--- src/rtl/dbg_entry_pkg.sv ---
package dbg_entry_pkg;

    typedef enum logic {
        ST_RUN   = 1'b0,
        ST_DEBUG = 1'b1
    } dbg_state_e;

    // non-maskable request, peripheral breakpoint, maskable request
    localparam int FIXED_EVENTS = 3;

endpackage

--- src/rtl/dbg_evt_pending.sv ---
module dbg_evt_pending #(
    parameter int N = 9
) (
    input  logic         clk,
    input  logic         rst_n,
    input  logic [N-1:0] raw_i,
    input  logic [N-1:0] take_i,
    output logic [N-1:0] pend_o
);

    logic [N-1:0] pend_q;

    always_ff @(posedge clk) begin
        if (!rst_n) begin
            pend_q <= '0;
        end else begin
            pend_q <= (pend_q | raw_i) & ~take_i;
        end
    end

    // raw events count as pending in the cycle they arrive
    assign pend_o = pend_q | raw_i;

    AST_PEND_KEPT: assert property (@(posedge clk) disable iff (!rst_n)
        (take_i == '0) |=> (($past(pend_q) & ~pend_q) == '0));

endmodule

--- src/rtl/dbg_evt_arbiter.sv ---
module dbg_evt_arbiter #(
    parameter  int N  = 9,
    localparam int IW = $clog2(N)
) (
    input  logic [N-1:0]  cand_i,
    output logic          any_o,
    output logic [N-1:0]  grant_o,
    output logic [IW-1:0] idx_o
);

    always_comb begin
        idx_o = '0;
        for (int i = N - 1; i >= 0; i--) begin
            if (cand_i[i]) idx_o = IW'(i);
        end
    end

    assign grant_o = cand_i & (~cand_i + N'(1));
    assign any_o   = |cand_i;

    always_comb begin
        if (any_o) begin
            AST_GRANT_MATCHES_IDX: assert ($onehot(grant_o) && grant_o[idx_o]);
        end
    end

endmodule

--- src/rtl/dbg_entry_ctrl.sv ---
module dbg_entry_ctrl
    import dbg_entry_pkg::*;
#(
    parameter  int N_EXC = 4,
    parameter  int N_BRK = 2,
    localparam int N_EV  = N_BRK + FIXED_EVENTS + N_EXC,
    localparam int IW    = $clog2(N_EV)
) (
    input  logic             clk,
    input  logic             rst_n,
    input  logic             dbg_en_strap_i,
    input  logic             boot_dbg_i,
    input  logic [N_EV-1:0]  route_i,
    input  logic             int_en_i,
    input  logic [N_EXC-1:0] exc_i,
    input  logic [N_BRK-1:0] brk_i,
    input  logic             nm_req_i,
    input  logic             m_req_i,
    input  logic             periph_brk_i,
    input  logic             rfi_i,
    output logic             dbg_mode_o,
    output logic             fetch_dbg_o,
    output logic             dbg_enter_o,
    output logic             int_take_o,
    output logic [IW-1:0]    evt_idx_o
);

    localparam int MASK_BIT = N_BRK + 2;

    dbg_state_e    state_q, state_d;
    logic          en_q;
    logic [N_EV-1:0] raw_ev, pend, elig, cand, grant, take_oh;
    logic          any_ev, to_debug;
    logic [IW-1:0] win_idx;
    logic          enter_q, take_q;
    logic [IW-1:0] idx_q;

    assign raw_ev = {exc_i, m_req_i, periph_brk_i, brk_i, nm_req_i};

    // eligibility: nothing in DEBUG, maskable request needs int_en_i
    always_comb begin
        elig = (state_q == ST_RUN) ? '1 : '0;
        if (!int_en_i) elig[MASK_BIT] = 1'b0;
    end

    assign cand    = pend & elig;
    assign take_oh = any_ev ? grant : '0;

    dbg_evt_pending #(.N(N_EV)) u_pend (
        .clk    (clk),
        .rst_n  (rst_n),
        .raw_i  (raw_ev),
        .take_i (take_oh),
        .pend_o (pend)
    );

    dbg_evt_arbiter #(.N(N_EV)) u_arb (
        .cand_i  (cand),
        .any_o   (any_ev),
        .grant_o (grant),
        .idx_o   (win_idx)
    );

    assign to_debug = any_ev && en_q && route_i[win_idx];

    // next-state logic
    always_comb begin
        state_d = state_q;
        unique case (state_q)
            ST_RUN:   if (to_debug) state_d = ST_DEBUG;
            ST_DEBUG: if (rfi_i)    state_d = ST_RUN;
        endcase
    end

    // state register; strap captured only under reset
    always_ff @(posedge clk) begin
        if (!rst_n) begin
            en_q    <= dbg_en_strap_i;
            state_q <= (dbg_en_strap_i && boot_dbg_i) ? ST_DEBUG : ST_RUN;
        end else begin
            state_q <= state_d;
        end
    end

    // registered strobes
    always_ff @(posedge clk) begin
        if (!rst_n) begin
            enter_q <= 1'b0;
            take_q  <= 1'b0;
            idx_q   <= '0;
        end else begin
            enter_q <= to_debug;
            take_q  <= any_ev && !to_debug;
            idx_q   <= win_idx;
        end
    end

    assign dbg_mode_o  = (state_q == ST_DEBUG);
    assign fetch_dbg_o = (state_q == ST_DEBUG);
    assign dbg_enter_o = enter_q;
    assign int_take_o  = take_q;
    assign evt_idx_o   = idx_q;

    AST_STRAP_HELD: assert property (@(posedge clk) disable iff (!rst_n)
        $past(rst_n) |-> $stable(en_q));
    AST_OFF_NO_DEBUG: assert property (@(posedge clk) disable iff (!rst_n)
        !en_q |-> !dbg_mode_o);
    AST_ENTER_SETS_FETCH: assert property (@(posedge clk) disable iff (!rst_n)
        dbg_enter_o |-> (dbg_mode_o && fetch_dbg_o));
    AST_RFI_EXIT: assert property (@(posedge clk) disable iff (!rst_n)
        (dbg_mode_o && rfi_i) |=> !dbg_mode_o);
    AST_QUIET_IN_DEBUG: assert property (@(posedge clk) disable iff (!rst_n)
        dbg_mode_o |=> (!int_take_o && !dbg_enter_o));
    AST_STROBE_EXCL: assert property (@(posedge clk) disable iff (!rst_n)
        !(int_take_o && dbg_enter_o));
    AST_ENTER_PULSE: assert property (@(posedge clk) disable iff (!rst_n)
        dbg_enter_o |=> !dbg_enter_o);

endmodule

--- config.mk ---
export PLATFORM = sky130hd
export DESIGN_NAME = dbg_entry_ctrl
export DESIGN_NICKNAME = d
export VERILOG_FILES = /design/src/rtl/dbg_entry_pkg.sv /design/src/rtl/dbg_evt_pending.sv /design/src/rtl/dbg_evt_arbiter.sv /design/src/rtl/dbg_entry_ctrl.sv
export SDC_FILE = /design/constraint.sdc
export NUM_CORES = 1
export LEC_CHECK = 0
export ABC_AREA = 1
export BUFFER_PORTS_ARGS = -buffer_cell sky130_fd_sc_hd__buf_2
export CAP_MARGIN = 30
export CORE_ASPECT_RATIO = 0.75
export CORE_MARGIN = 2
export CORE_UTILIZATION = 46
export CTS_CLUSTER_SIZE = 25
export DETAILED_ROUTE_END_ITERATION = 16
export PLACE_DENSITY_LB_ADDON = 0.25
export SYNTH_ARGS = -nofsm -noshare
export SYNTH_HDL_FRONTEND = slang
export SYNTH_HIERARCHICAL = 1
export SYNTH_SLANG_ARGS = --single-unit
export TNS_END_PERCENT = 20
--- constraint.sdc ---
create_clock -name clk -period 1.9 [get_ports clk]
set_input_delay 0.19 -clock clk [delete_from_list [all_inputs] [get_ports clk]]
set_output_delay 0.19 -clock clk [all_outputs]
set_load 0.005 [all_outputs]
## Yosys cells after proc, flatten, opt, wreduce, memory -nomap -nowiden

Cells that the tools add are included.

- Bits in registers: 17
- Input bits: 24
- Output and inout bits: 8

- Bitwise logic cells: 7
- Order comparisons: 1
- Add/sub/neg operators: 1
- Reduce and logical (&&, ||, !) cells: 6
- Mux-type cells: 19

Operator list:

| cell | number |
|---|---|
| 2-to-1 mux 4 bit | 9 |
| AND 9 bit | 3 |
| 2-to-1 mux 9 bit | 2 |
| NOT 9 bit | 2 |
| adder 9 x 1 -> 9 bit (second input constant) | 1 |
| OR 9 bit | 1 |
| OR reduction 9 bit | 1 |
| 2-to-1 mux 1 bit | 6 |
| < comparator 4 x 5 -> 1 bit (second input constant) | 1 |
| binary-select mux 1 bit (select 4 bit) | 1 |
| logical AND 1 bit | 4 |
| case mux 1 bit (2 select lines) | 1 |
| logical NOT 1 bit | 1 |
| NOT 1 bit | 1 |

## Depth between registers and ports, before layout

Gate-level depths: netlist of run 1.

- Depth after elaboration: 18
- Gate-level depth with buffers: 20

## Modules after synthesis

The synthesis of run 1 kept the hierarchy.

Modules (own cells, without submodules):

| module | sequential area each (µm²) | area an instance (µm²) | cells an instance | instances |
|---|---|---|---|---|
| dbg_entry_ctrl | 170.2 | 545.5 | 98 | 1 |
| dbg_evt_pending | 180.2 | 385.4 | 55 | 1 |
| dbg_evt_arbiter | 0.0 | 185.2 | 36 | 1 |

## Least setup slack after synthesis of run 1

OpenSTA, ideal clock, no wires.

- Kind: register to register
- Start: reg state_q, in the netlist dbg_mode_o
- End: reg state_q, in the netlist dbg_mode_o
- Setup slack: 0.073 ns
- Stages on the path, launching flop included: 19
- Required time: 1.788 ns
- Setup time: 0.112 ns
- Arrival time: 1.715 ns
- Path through: dfxtp_1 > buf_6 > nor2_1 > inv_1 > nand3b_1 > nand2_1 > nand2_1 > nand2_1 > buf_6 > nor2_1 > nor2_1 > nand2_1 > nand3b_1 > nand3_1 > nand2_1 > nand2_2 > nand2_1 > nand2_1 > nand2_1

RTL lines:

| element | line | text |
|---|---|---|
| start: declaration | dbg_entry_ctrl.sv:30 | `dbg_state_e state_q, state_d;` |
| start signal: assignment | dbg_entry_ctrl.sv:79 | `state_q <= (dbg_en_strap_i && boot_dbg_i) ? ST_DEBUG : ST_RUN;` |
| start signal: assignment | dbg_entry_ctrl.sv:81 | `state_q <= state_d;` |
| 2-to-1 mux 9 bit | dbg_entry_ctrl.sv:42 | `elig = (state_q == ST_RUN) ? '1 : '0;` |
| 2-to-1 mux 1 bit | dbg_entry_ctrl.sv:43 | `if (!int_en_i) elig[MASK_BIT] = 1'b0;` |
| AND 9 bit | dbg_entry_ctrl.sv:46 | `assign cand = pend & elig;` |
| named net cand[4] | dbg_entry_ctrl.sv:32 | `logic [N_EV-1:0] raw_ev, pend, elig, cand, grant, take_oh;` |
| 2-to-1 mux 4 bit (5 in series) | dbg_evt_arbiter.sv:14 | `if (cand_i[i]) idx_o = IW'(i);` |
| named net win_idx[0] | dbg_entry_ctrl.sv:34 | `logic [IW-1:0] win_idx;` |
| binary-select mux 1 bit (select 4 bit) | dbg_entry_ctrl.sv:64 | `assign to_debug = any_ev && en_q && route_i[win_idx];` |
| 2-to-1 mux 1 bit (not written as such) | dbg_entry_ctrl.sv:64 |  |
| logical AND 1 bit | dbg_entry_ctrl.sv:64 |  |
| 2-to-1 mux 1 bit | dbg_entry_ctrl.sv:70 | `ST_RUN: if (to_debug) state_d = ST_DEBUG;` |
| case mux 1 bit (2 select lines) | dbg_entry_ctrl.sv:69 | `unique case (state_q)` |
| 2-to-1 mux 1 bit | dbg_entry_ctrl.sv:77 | `if (!rst_n) begin` |

The timed path passes the listed nets, and every way through them passes these cells. The select of a mux whose other input is x is not followed.
A chain may end at the register's enable or synchronous reset.

## Worst setup path in the final report of run 1

- Start: reg state_q, in the netlist dbg_mode_o
- End: reg state_q, in the netlist dbg_mode_o

RTL lines:

| element | line |
|---|---|
| 2-to-1 mux 9 bit | dbg_entry_ctrl.sv:42 |
| AND 9 bit | dbg_entry_ctrl.sv:46 |
| named net cand[5] | dbg_entry_ctrl.sv:32 |
| 2-to-1 mux 4 bit (6 in series) | dbg_evt_arbiter.sv:14 |
| named net win_idx[3] | dbg_entry_ctrl.sv:34 |
| binary-select mux 1 bit (select 4 bit) | dbg_entry_ctrl.sv:64 |
| 2-to-1 mux 1 bit (not written as such) | dbg_entry_ctrl.sv:64 |
| logical AND 1 bit | dbg_entry_ctrl.sv:64 |
| 2-to-1 mux 1 bit | dbg_entry_ctrl.sv:70 |
| case mux 1 bit (2 select lines) | dbg_entry_ctrl.sv:69 |
| 2-to-1 mux 1 bit | dbg_entry_ctrl.sv:77 |

The timed path passes the listed nets, and every way through them passes these cells. The select of a mux whose other input is x is not followed.

==> results of run 1 <==
[where the power goes]
group	switching [mW]	internal (mW)
logic	0.280	0.215
registers	0.0285	0.403
clock network	0.110	0.0815
total	0.418	0.700
[synth_stat cells (2+ instances only)]
master    count  area share [%]
a21oi_1       4             1.8
buf_4         2             1.3
buf_6         3             3.0
dfxtp_1      16              29
inv_1        57              19
nand2_1      45              15
nand2_2       2             1.1
nand3_1       6             2.7
nand3b_1      2             1.3
nor2_1       32              11
nor2_2        9             5.0
nor2_4        2             2.0
nor3_1        2            0.90
[stage by stage]
step	TNS, ns	hold slack, ns	area (µm²)	worst slack, ns	util [%]
2_1_floorplan	0	0.2876	1116	0.07279	-
3_3_place_gp	0	0.3837	1313	0.03653	57.32
3_5_place_dp	-0.06042	0.3847	1313	-0.05966	57.32
4_1_cts	0	0.07535	1345	0.006714	58.74
5_1_grt	-0.2041	0.07200	1446	-0.1296	63.17
6_report	0	0.08818	1446	0.05628	63.17
[worst max-delay path, delay by kind of cell, from the launching register on]
kind / cells / cell delay [ns]
buffers and inverters: 3 / 0.34
flip-flops: 1 / 0.51
AND/OR/NAND/NOR: 10 / 0.91
[flip-flops by register name, summed over array words and instances, names as in the netlist]
signal and flops:
u_pend/pend_q 9, dbg_mode_o 1, en_q 1, dbg_enter_o 1
int_take_o 1, evt_idx_o 4
[worst max path at each step]
stage / start / endpoint / slack [ns] / depth (start not counted)
after detailed placement: dbg_mode_o / dbg_mode_o / -0.06 / 16
final: dbg_mode_o / dbg_mode_o / 0.06 / 13
after floorplan: dbg_mode_o / dbg_mode_o / 0.07 / 18
after CTS: u_pend/pend_q[4] / dbg_mode_o / 0.007 / 19
after global routing: dbg_mode_o / dbg_mode_o / -0.13 / 14
after global placement: u_pend/pend_q[4] / dbg_mode_o / 0.04 / 19
[layer usage]
metal	GRT usage [%]	vias up
met5	0	-
met4	3.913	0
met3	5.056	0
met2	26.02	22
met1	20.77	450
li1	-	610
[cell families (layout without fill, tap and decap cells)]
kind of cell,Yosys count,in the layout
DFF,17,17
AOI/OAI and AO/OA,5,5
and+or+nand+nor,103,103
buffers and inverters,64,105
[final cells by class]
type                       instances  area [µm²]
fill                             230       843.3
clock buffer                       4       26.28
tap                               34       42.54
sequential                        17       354.1
multi-input combinational        108       560.5
timing repair buffer              43       245.2
inverter                          58       217.7
[what timing repair did]
action / in CTS / in global routing
pin swaps: 0 / 11
hold buffers: 0 / 0
setup endpoints to repair: 2 / 3
resized for setup: 3 / 25
setup buffers: 0 / 5
==> impl_metrics.json, run 1 <==
{
  "fin_cells": 264,
  "fmax_ghz": 0.5424,
  "grt_setup_unrepaired": "true",
  "fp.dieW_um": 60.88,
  "worstHoldStart": "dbg_en_strap_i",
  "final_nets": 255,
  "synth-xor-area-share_pct": 0,
  "worstSetupStartpointType": "register",
  "routed_wl_um": 2304,
  "rr_worst_depth": 13,
  "hold_violations": 0,
  "async_flop_share_pct": 0,
  "peakVddDrop_v": 0.0004114,
  "slowest_stage": "dfxtp_2",
  "grt_pass1_vias": 818,
  "cp.required_ns": 2.09,
  "synthMuxAreaShare_pct": 0,
  "crit_fanout": 10,
  "m1WireLength_um": 1075,
  "hold_path_end": "en_q",
  "htreeDepth": 1,
  "place_congestion": 0.7140,
  "syn2layout_area_growth_pct": 29.60,
  "cts-root-buf": "clkbuf_4",
  "via_count": 1082,
  "path_common_cell": "nand2_1",
  "min_period_over_period_pct": 97.04,
  "antennaDiodeCount": 0,
  "avgSynthCellArea_um2": 5.905,
  "grt_pass1_wl_um": 3291,
  "tightest_slew_ns": 0.2871,
  "yosysWarnings": 6,
  "cts_buffers": 3,
  "rr_startpoint": "dbg_mode_o",
  "clock-sinks": 17,
  "status": "complete, no violations",
  "dp_cells": 255,
  "firstDrtPassIters": 4,
  "crit_arrival_ns": 2.03,
  "wl_met2_um": 1130,
  "wl_met3_um": 97,
  "synth_edf_count": 1,
  "fp-row-count": 15,
  "start_util_pct": 48.74,
  "synth.net_count": 213,
  "grt_max_degree": 15,
  "die_y_um": 46.66,
  "synth_compound_area_share_pct": 2.242,
  "synthesis.area_mm2": 0.001116,
  "drtIter0Drc": 13,
  "fp.coreArea_mm2": 0.002290,
  "wl_per_cell_um": 8.727,
  "antenna_found_initial": 0,
  "cellLeakagePower_nw": 0.8839,
  "final_antenna_net_count": 0,
  "grt_usage_pct": 16.03,
  "mostFrequentLayoutCells": "54 x inv_1, 40 x nand2_1, 31 x buf_2",
  "synth_top_family_by_area": "simple AND/OR/NAND/NOR gates",
  "power_mw": 1.118,
  "highest_layer": "met3",
  "yosysSeqAreaShare_pct": 31.39,
  "syn-instance-count": 189,
  "cts_buffer_depth": 2,
  "io_buffers": 31,
  "mostFrequentLayoutCell": "inv_1",
  "yosys.area_share.simple_pct": 42.04,
  "vias_per_cell": 4.098,
  "die-area_mm2": 0.002840,
  "r2r-end": "dbg_mode_o",
  "clk_latency_ns": 0.28,
  "yosysUniqueCellTypes": 20,
  "dp_hpwl_um": 1582,
  "ys_ff_latch": 17,
  "synth_ff_type": "dfxtp_1",
  "worstHoldPathCells": 1,
  "synthAdderAreaFrac_pct": 0,
  "fin_worst_skew_ns": 0.001632,
  "cap_violations": 0,
  "powerDensity_mw_per_mm2": 772.8,
  "slowest_delay_ns": 0.51,
  "slew_viol_final": 0,
  "cp-end-kind": "register",
  "crit_path_cell_trace": "nor2_2, nor2_4, buf_4, nand2_1, nor3_1, buf_4, inv_1, nand3_1, nand2_1, nand2_2, nand2_1, nand2_1, nand2_1",
  "critical_path_class": "register to register",
  "io-pin-count": 32,
  "hold_class": "input port to register",
  "relSlewSlack_pct": 80.79,
  "cts_tree": "done",
  "finalSetupViolCount": 0,
  "clk_pin_slew_ns": 0.10,
  "drc": 0,
  "drive_above_1_share_pct": 36.96,
  "rrSetupSlack_ns": 0.06,
  "min_period_ns": 1.844,
  "overflow": 0
}
Power figures use the tool's default switching activity.
==> run 2, diff against run 1 <==
==> constraint.sdc (replaced) <==
create_clock -name clk -period 1.9 [get_ports clk]
set_input_delay 0.095 -clock clk [delete_from_list [all_inputs] [get_ports clk]]
set_output_delay 0.095 -clock clk [all_outputs]
set_load 0.005 [all_outputs]
==> impl_metrics.json, run 2 (same netlist as run 1, synthesis figures left out) <==
{
  "worst-path-buf-inv": 3,
  "wl_per_cell_um": 8.755,
  "cp-end-kind": "register",
  "multi_input_area_um2": 560.5,
  "antennaDiodeCount": 0,
  "drtIter0Drc": 13,
  "final_nets": 256,
  "seqCellArea_um2": 354.1,
  "min_period_over_period_pct": 97.21,
  "fmax_ghz": 0.5414,
  "relSlewSlack_pct": 80.79,
  "mostFrequentLayoutCell": "inv_1",
  "antenna_found_initial": 0,
  "io_buffers": 31,
  "path_common_cell": "nand2_1",
  "cellLeakagePower_nw": 0.8881,
  "status": "complete, no violations",
  "largest_reg_flops": 9,
  "routed_wl_um": 2320,
  "clk_pin_slew_ns": 0.10,
  "grt_usage_pct": 16.03,
  "cts-root-buf": "clkbuf_4",
  "htreeDepth": 1,
  "cts_buffer_depth": 2,
  "via_count": 1082,
  "num-fill-cells": 229,
  "overflow": 0,
  "grt_pass1_wl_um": 3291,
  "place_congestion": 0.7140,
  "finalSetupViolCount": 0,
  "min_period_ns": 1.847,
  "cp.required_ns": 2.09,
  "tightest_slew_ns": 0.2871,
  "dp_hpwl_um": 1582,
  "syn2layout_area_growth_pct": 30.49,
  "cts_tree": "done",
  "peakVddDrop_v": 0.0004193,
  "firstDrtPassIters": 3,
  "drive_above_1_share_pct": 36.80,
  "io-pin-count": 32,
  "crit_family": "simple AND/OR/NAND/NOR gates",
  "drc": 0,
  "powerDensity_mw_per_mm2": 770.3,
  "clock-sinks": 17,
  "grt_setup_unrepaired": "true",
  "crit_arrival_ns": 2.04,
  "max_flop_register": "u_pend/pend_q",
  "vias_per_cell": 4.083,
  "fp.coreArea_mm2": 0.002290,
  "mostFrequentLayoutCells": "54 x inv_1, 40 x nand2_1, 31 x buf_2",
  "cts_buffers": 3,
  "fp-row-count": 15,
  "grt_pass1_vias": 818,
  "final_antenna_net_count": 0,
  "die-area_mm2": 0.002840,
  "crit_fanout": 10,
  "power_mw": 1.122,
  "cp.depth": 13,
  "slowest_stage": "dfxtp_2",
  "start_util_pct": 48.74,
  "hold_violations": 0,
  "grt_max_degree": 15,
  "rr_worst_depth": 13,
  "setup_ws_ns": 0.05310,
  "slew_viol_final": 0,
  "hold_class": "input port to register",
  "critical_path_class": "register to register",
  "clk_latency_ns": 0.29,
  "worstSetupStartpointType": "register",
  "slowest_delay_ns": 0.51,
  "die_y_um": 46.66,
  "worstHoldPathCells": 3,
  "crit_path_cell_trace": "nor2_2, nor2_4, buf_4, nand2_1, nor3_1, buf_4, inv_1, nand3_1, nand2_1, nand2_2, nand2_1, nand2_1, nand2_1",
  "fin_worst_skew_ns": 0.001644,
  "place_ws_ns": -0.05966,
  "cap_violations": 0,
  "fp.dieW_um": 60.88
}
run 2: cell count changes in the layout (fill, tap and decap cells not counted):
cell           before  now
dlygate4sd3_1       0    1
run 2: per-stage QoR:
stage | instance area (µm²) | hold WS (ns) | setup TNS [ns] | utilization, % | instances
global route | 1456 | 0.04447 | -0.2041 | 63.61 | 265
floorplan | 1116 | 0.1926 | 0 | - | 189
finish | 1456 | 0.02703 | 0 | 63.61 | 265
detailed placement | 1313 | 0.2897 | -0.06042 | 57.32 | 255
CTS | 1355 | 0.02242 | 0 | 59.18 | 260
global placement | 1313 | 0.2887 | 0 | 57.32 | 255
run 2: final cells by class:
cell class | instances | area share [%]
multi-input cells | 108 | 38.49
flip-flops and latches | 17 | 24.31
repair buffers | 44 | 17.53
inverters | 58 | 14.95
well taps | 34 | 2.921
clock buffers | 4 | 1.804
run 2: worst paths after layout:
kind | startpoint | to | slack (ns)
min reg2reg | u_pend/pend_q[8] | u_pend/pend_q[8] | 0.48
max | dbg_mode_o | dbg_mode_o | 0.05
max reg2reg | dbg_mode_o | dbg_mode_o | 0.05
min | boot_dbg_i | dbg_mode_o | 0.03
run 2: power breakdown:
group	total [mW]	switching [mW]	leakage [nW]	internal [mW]
combinational	0.496	0.280	0.730	0.216
sequential	0.432	0.0287	0.143	0.403
clock	0.194	0.112	0.0150	0.0817
total	1.12	0.421	0.888	0.701
run 2: layer usage:
metal | track usage (%) | wire length, µm | vias up
met3 | 5.056 | 95 | 2
li1 | - | - | 611
met1 | 20.77 | 1084 | 450
met5 | 0 | 0 | -
met4 | 3.913 | 12 | 0
met2 | 26.02 | 1127 | 19
run 2: repair_timing:
item                                   CTS  global route
setup endpoints to repair                2             3
pin swaps                                0            11
hold buffers                             1             0
endpoints found under the hold margin    1             0
buffers inserted                         0             5
gates resized for setup                  3            25
run 2: worst register-to-register path: stages (launching register included):
cell,delay (ns)
dfxtp_2,0.51
nor2_2,0.13
nor2_4,0.15
buf_4,0.14
nand2_1,0.08
nor3_1,0.20
buf_4,0.16
inv_1,0.04
nand3_1,0.07
nand2_1,0.06
nand2_2,0.08
nand2_1,0.05
nand2_1,0.05
nand2_1,0.04
==> run 3, diff against run 2 <==
- CORE_UTILIZATION: 46 -> 51
- clock period: 1.9 -> 2.1 ns (I/O delays scaled with it)
==> impl_metrics.json, run 3 (same netlist as run 1, synthesis figures left out) <==
{
  "status": "complete, no violations",
  "crit_arrival_ns": 2.10,
  "dp_hpwl_um": 1815,
  "fp-row-count": 14,
  "worstHoldPathCells": 3,
  "drc": 0,
  "vias_per_cell": 4.506,
  "seqCellArea_um2": 351.6,
  "mostFrequentLayoutCell": "inv_1",
  "worst-path-buf-inv": 0,
  "overflow": 0,
  "final_util_pct": 65.27,
  "cp.required_ns": 2.29,
  "min_period_over_period_pct": 90.79,
  "grt_pass1_vias": 981,
  "io-pin-count": 32,
  "num-fill-cells": 200,
  "powerDensity_mw_per_mm2": 718.9,
  "postPlaceCellArea_mm2": 0.001247,
  "max_flop_register": "u_pend/pend_q",
  "cts-root-buf": "clkbuf_4",
  "cap_violations": 0,
  "cellLeakagePower_nw": 0.8370,
  "cp-end-kind": "register",
  "routed_wl_um": 2425,
  "via_count": 1104,
  "drive_above_1_share_pct": 26.70,
  "worstSetupStartpointType": "register",
  "power_mw": 0.9535,
  "htreeDepth": 1,
  "mostFrequentLayoutCells": "57 x inv_1, 44 x nand2_1, 31 x buf_2",
  "critical_path_class": "register to register",
  "cp.depth": 11,
  "rr_worst_depth": 11,
  "slowest_stage": "dfxtp_2",
  "cts_buffers": 3,
  "crit_fanout": 13,
  "die-area_mm2": 0.002582,
  "largest_reg_flops": 9,
  "fin_worst_skew_ns": 0.003887,
  "rr_startpoint": "dbg_mode_o",
  "path_common_cell": "nand2_1",
  "fmax_ghz": 0.5245,
  "rrSetupSlack_ns": 0.19,
  "grt_usage_pct": 20.43,
  "clock-sinks": 17,
  "peakVddDrop_v": 0.0006671,
  "die_y_um": 44.51,
  "critPathLaunch": "dbg_mode_o",
  "finalSetupViolCount": 0,
  "fp.dieW_um": 58.02,
  "setup_ws_ns": 0.1934,
  "r2r-end": "dbg_mode_o",
  "grt_max_degree": 15,
  "clk_pin_slew_ns": 0.10,
  "antennaDiodeCount": 0,
  "drtIter0Drc": 52,
  "hold_path_end": "dbg_mode_o",
  "worstHoldStart": "boot_dbg_i",
  "io_buffers": 31,
  "firstDrtPassIters": 4,
  "min_period_ns": 1.907,
  "cts_buffer_depth": 2,
  "place_congestion": 0.7966,
  "relSlewSlack_pct": 72.27,
  "start_util_pct": 54.93,
  "clk_latency_ns": 0.29,
  "syn2layout_area_growth_pct": 18.83,
  "wl_per_cell_um": 9.898,
  "hold_violations": 0,
  "cts_tree": "done",
  "hold_class": "input port to register",
  "crit_family": "simple AND/OR/NAND/NOR gates",
  "place_ws_ns": -0.04367,
  "fp.coreArea_mm2": 0.002032,
  "tightest_slew_ns": 0.4127,
  "final_antenna_net_count": 0,
  "crit_path_cell_trace": "nor2_1, nor2_4, nand3_4, a21oi_1, nand3_1, nand3_1, nand2_1, nand2_2, nand2_1, nand2_1, nand2_1",
  "antenna_found_initial": 0,
  "multi_input_area_um2": 520.5,
  "grt_pass1_wl_um": 4022,
  "stdcell_area_mm2": 0.001326,
  "grt_setup_unrepaired": "false",
  "final_nets": 246,
  "slowest_delay_ns": 0.50,
  "slew_viol_final": 0
}
==> run 3: worst max-delay path by stage <==
stage,endpoint
finish,dbg_mode_o
global route,dbg_mode_o
CTS,dbg_mode_o
detailed placement,dbg_mode_o
global placement,dbg_mode_o
floorplan,dbg_mode_o
==> run 3: metrics by stage <==
| step | hold WS (ns) | TNS (ns) | instances |
|---|---|---|---|
| floorplan | 0.2026 | 0 | 189 |
| global placement | 0.2996 | 0 | 238 |
| detailed placement | 0.2990 | -0.04367 | 238 |
| CTS | 0.03411 | 0 | 243 |
| global route | 0.05237 | 0 | 245 |
| finish | 0.03798 | 0 | 245 |
==> run 3: worst min-delay path: stages <==
cell	delay, ns
buf_2	0.07
nand3_1	0.06
nand2_1	0.06
==> run 3: where the power goes <==
group	switching, mW	internal [mW]	total [mW]
clock network	0.100	0.0739	0.174
logic	0.243	0.147	0.390
registers	0.0252	0.364	0.389
==> run 3: cell type report <==
type	instances	area share, %
tap	24	2.264
clock buffer	4	1.981
inverter	58	16.42
multi-input combinational	108	39.25
timing repair buffer	34	13.58
sequential	17	26.51
==> run 3: what timing repair did <==
item / in CTS / in global routing
setup buffers: 0 / 2
pin swaps: 0 / 1
gates resized for setup: 1 / 8
setup endpoints to repair: 3 / 3
hold endpoints to repair: 1 / 0
hold buffers: 1 / 0
==> run 3: metal layers <==
| layer | share of wire [%] | track usage [%] | vias up |
|---|---|---|---|
| li1 | - | - | 589 |
| met1 | 40 | 23.23 | 473 |
| met2 | 51 | 39.09 | 35 |
| met3 | 6.9 | 5.263 | 7 |
| met4 | 1.6 | 3.721 | 0 |
| met5 | 0 | 0 | - |
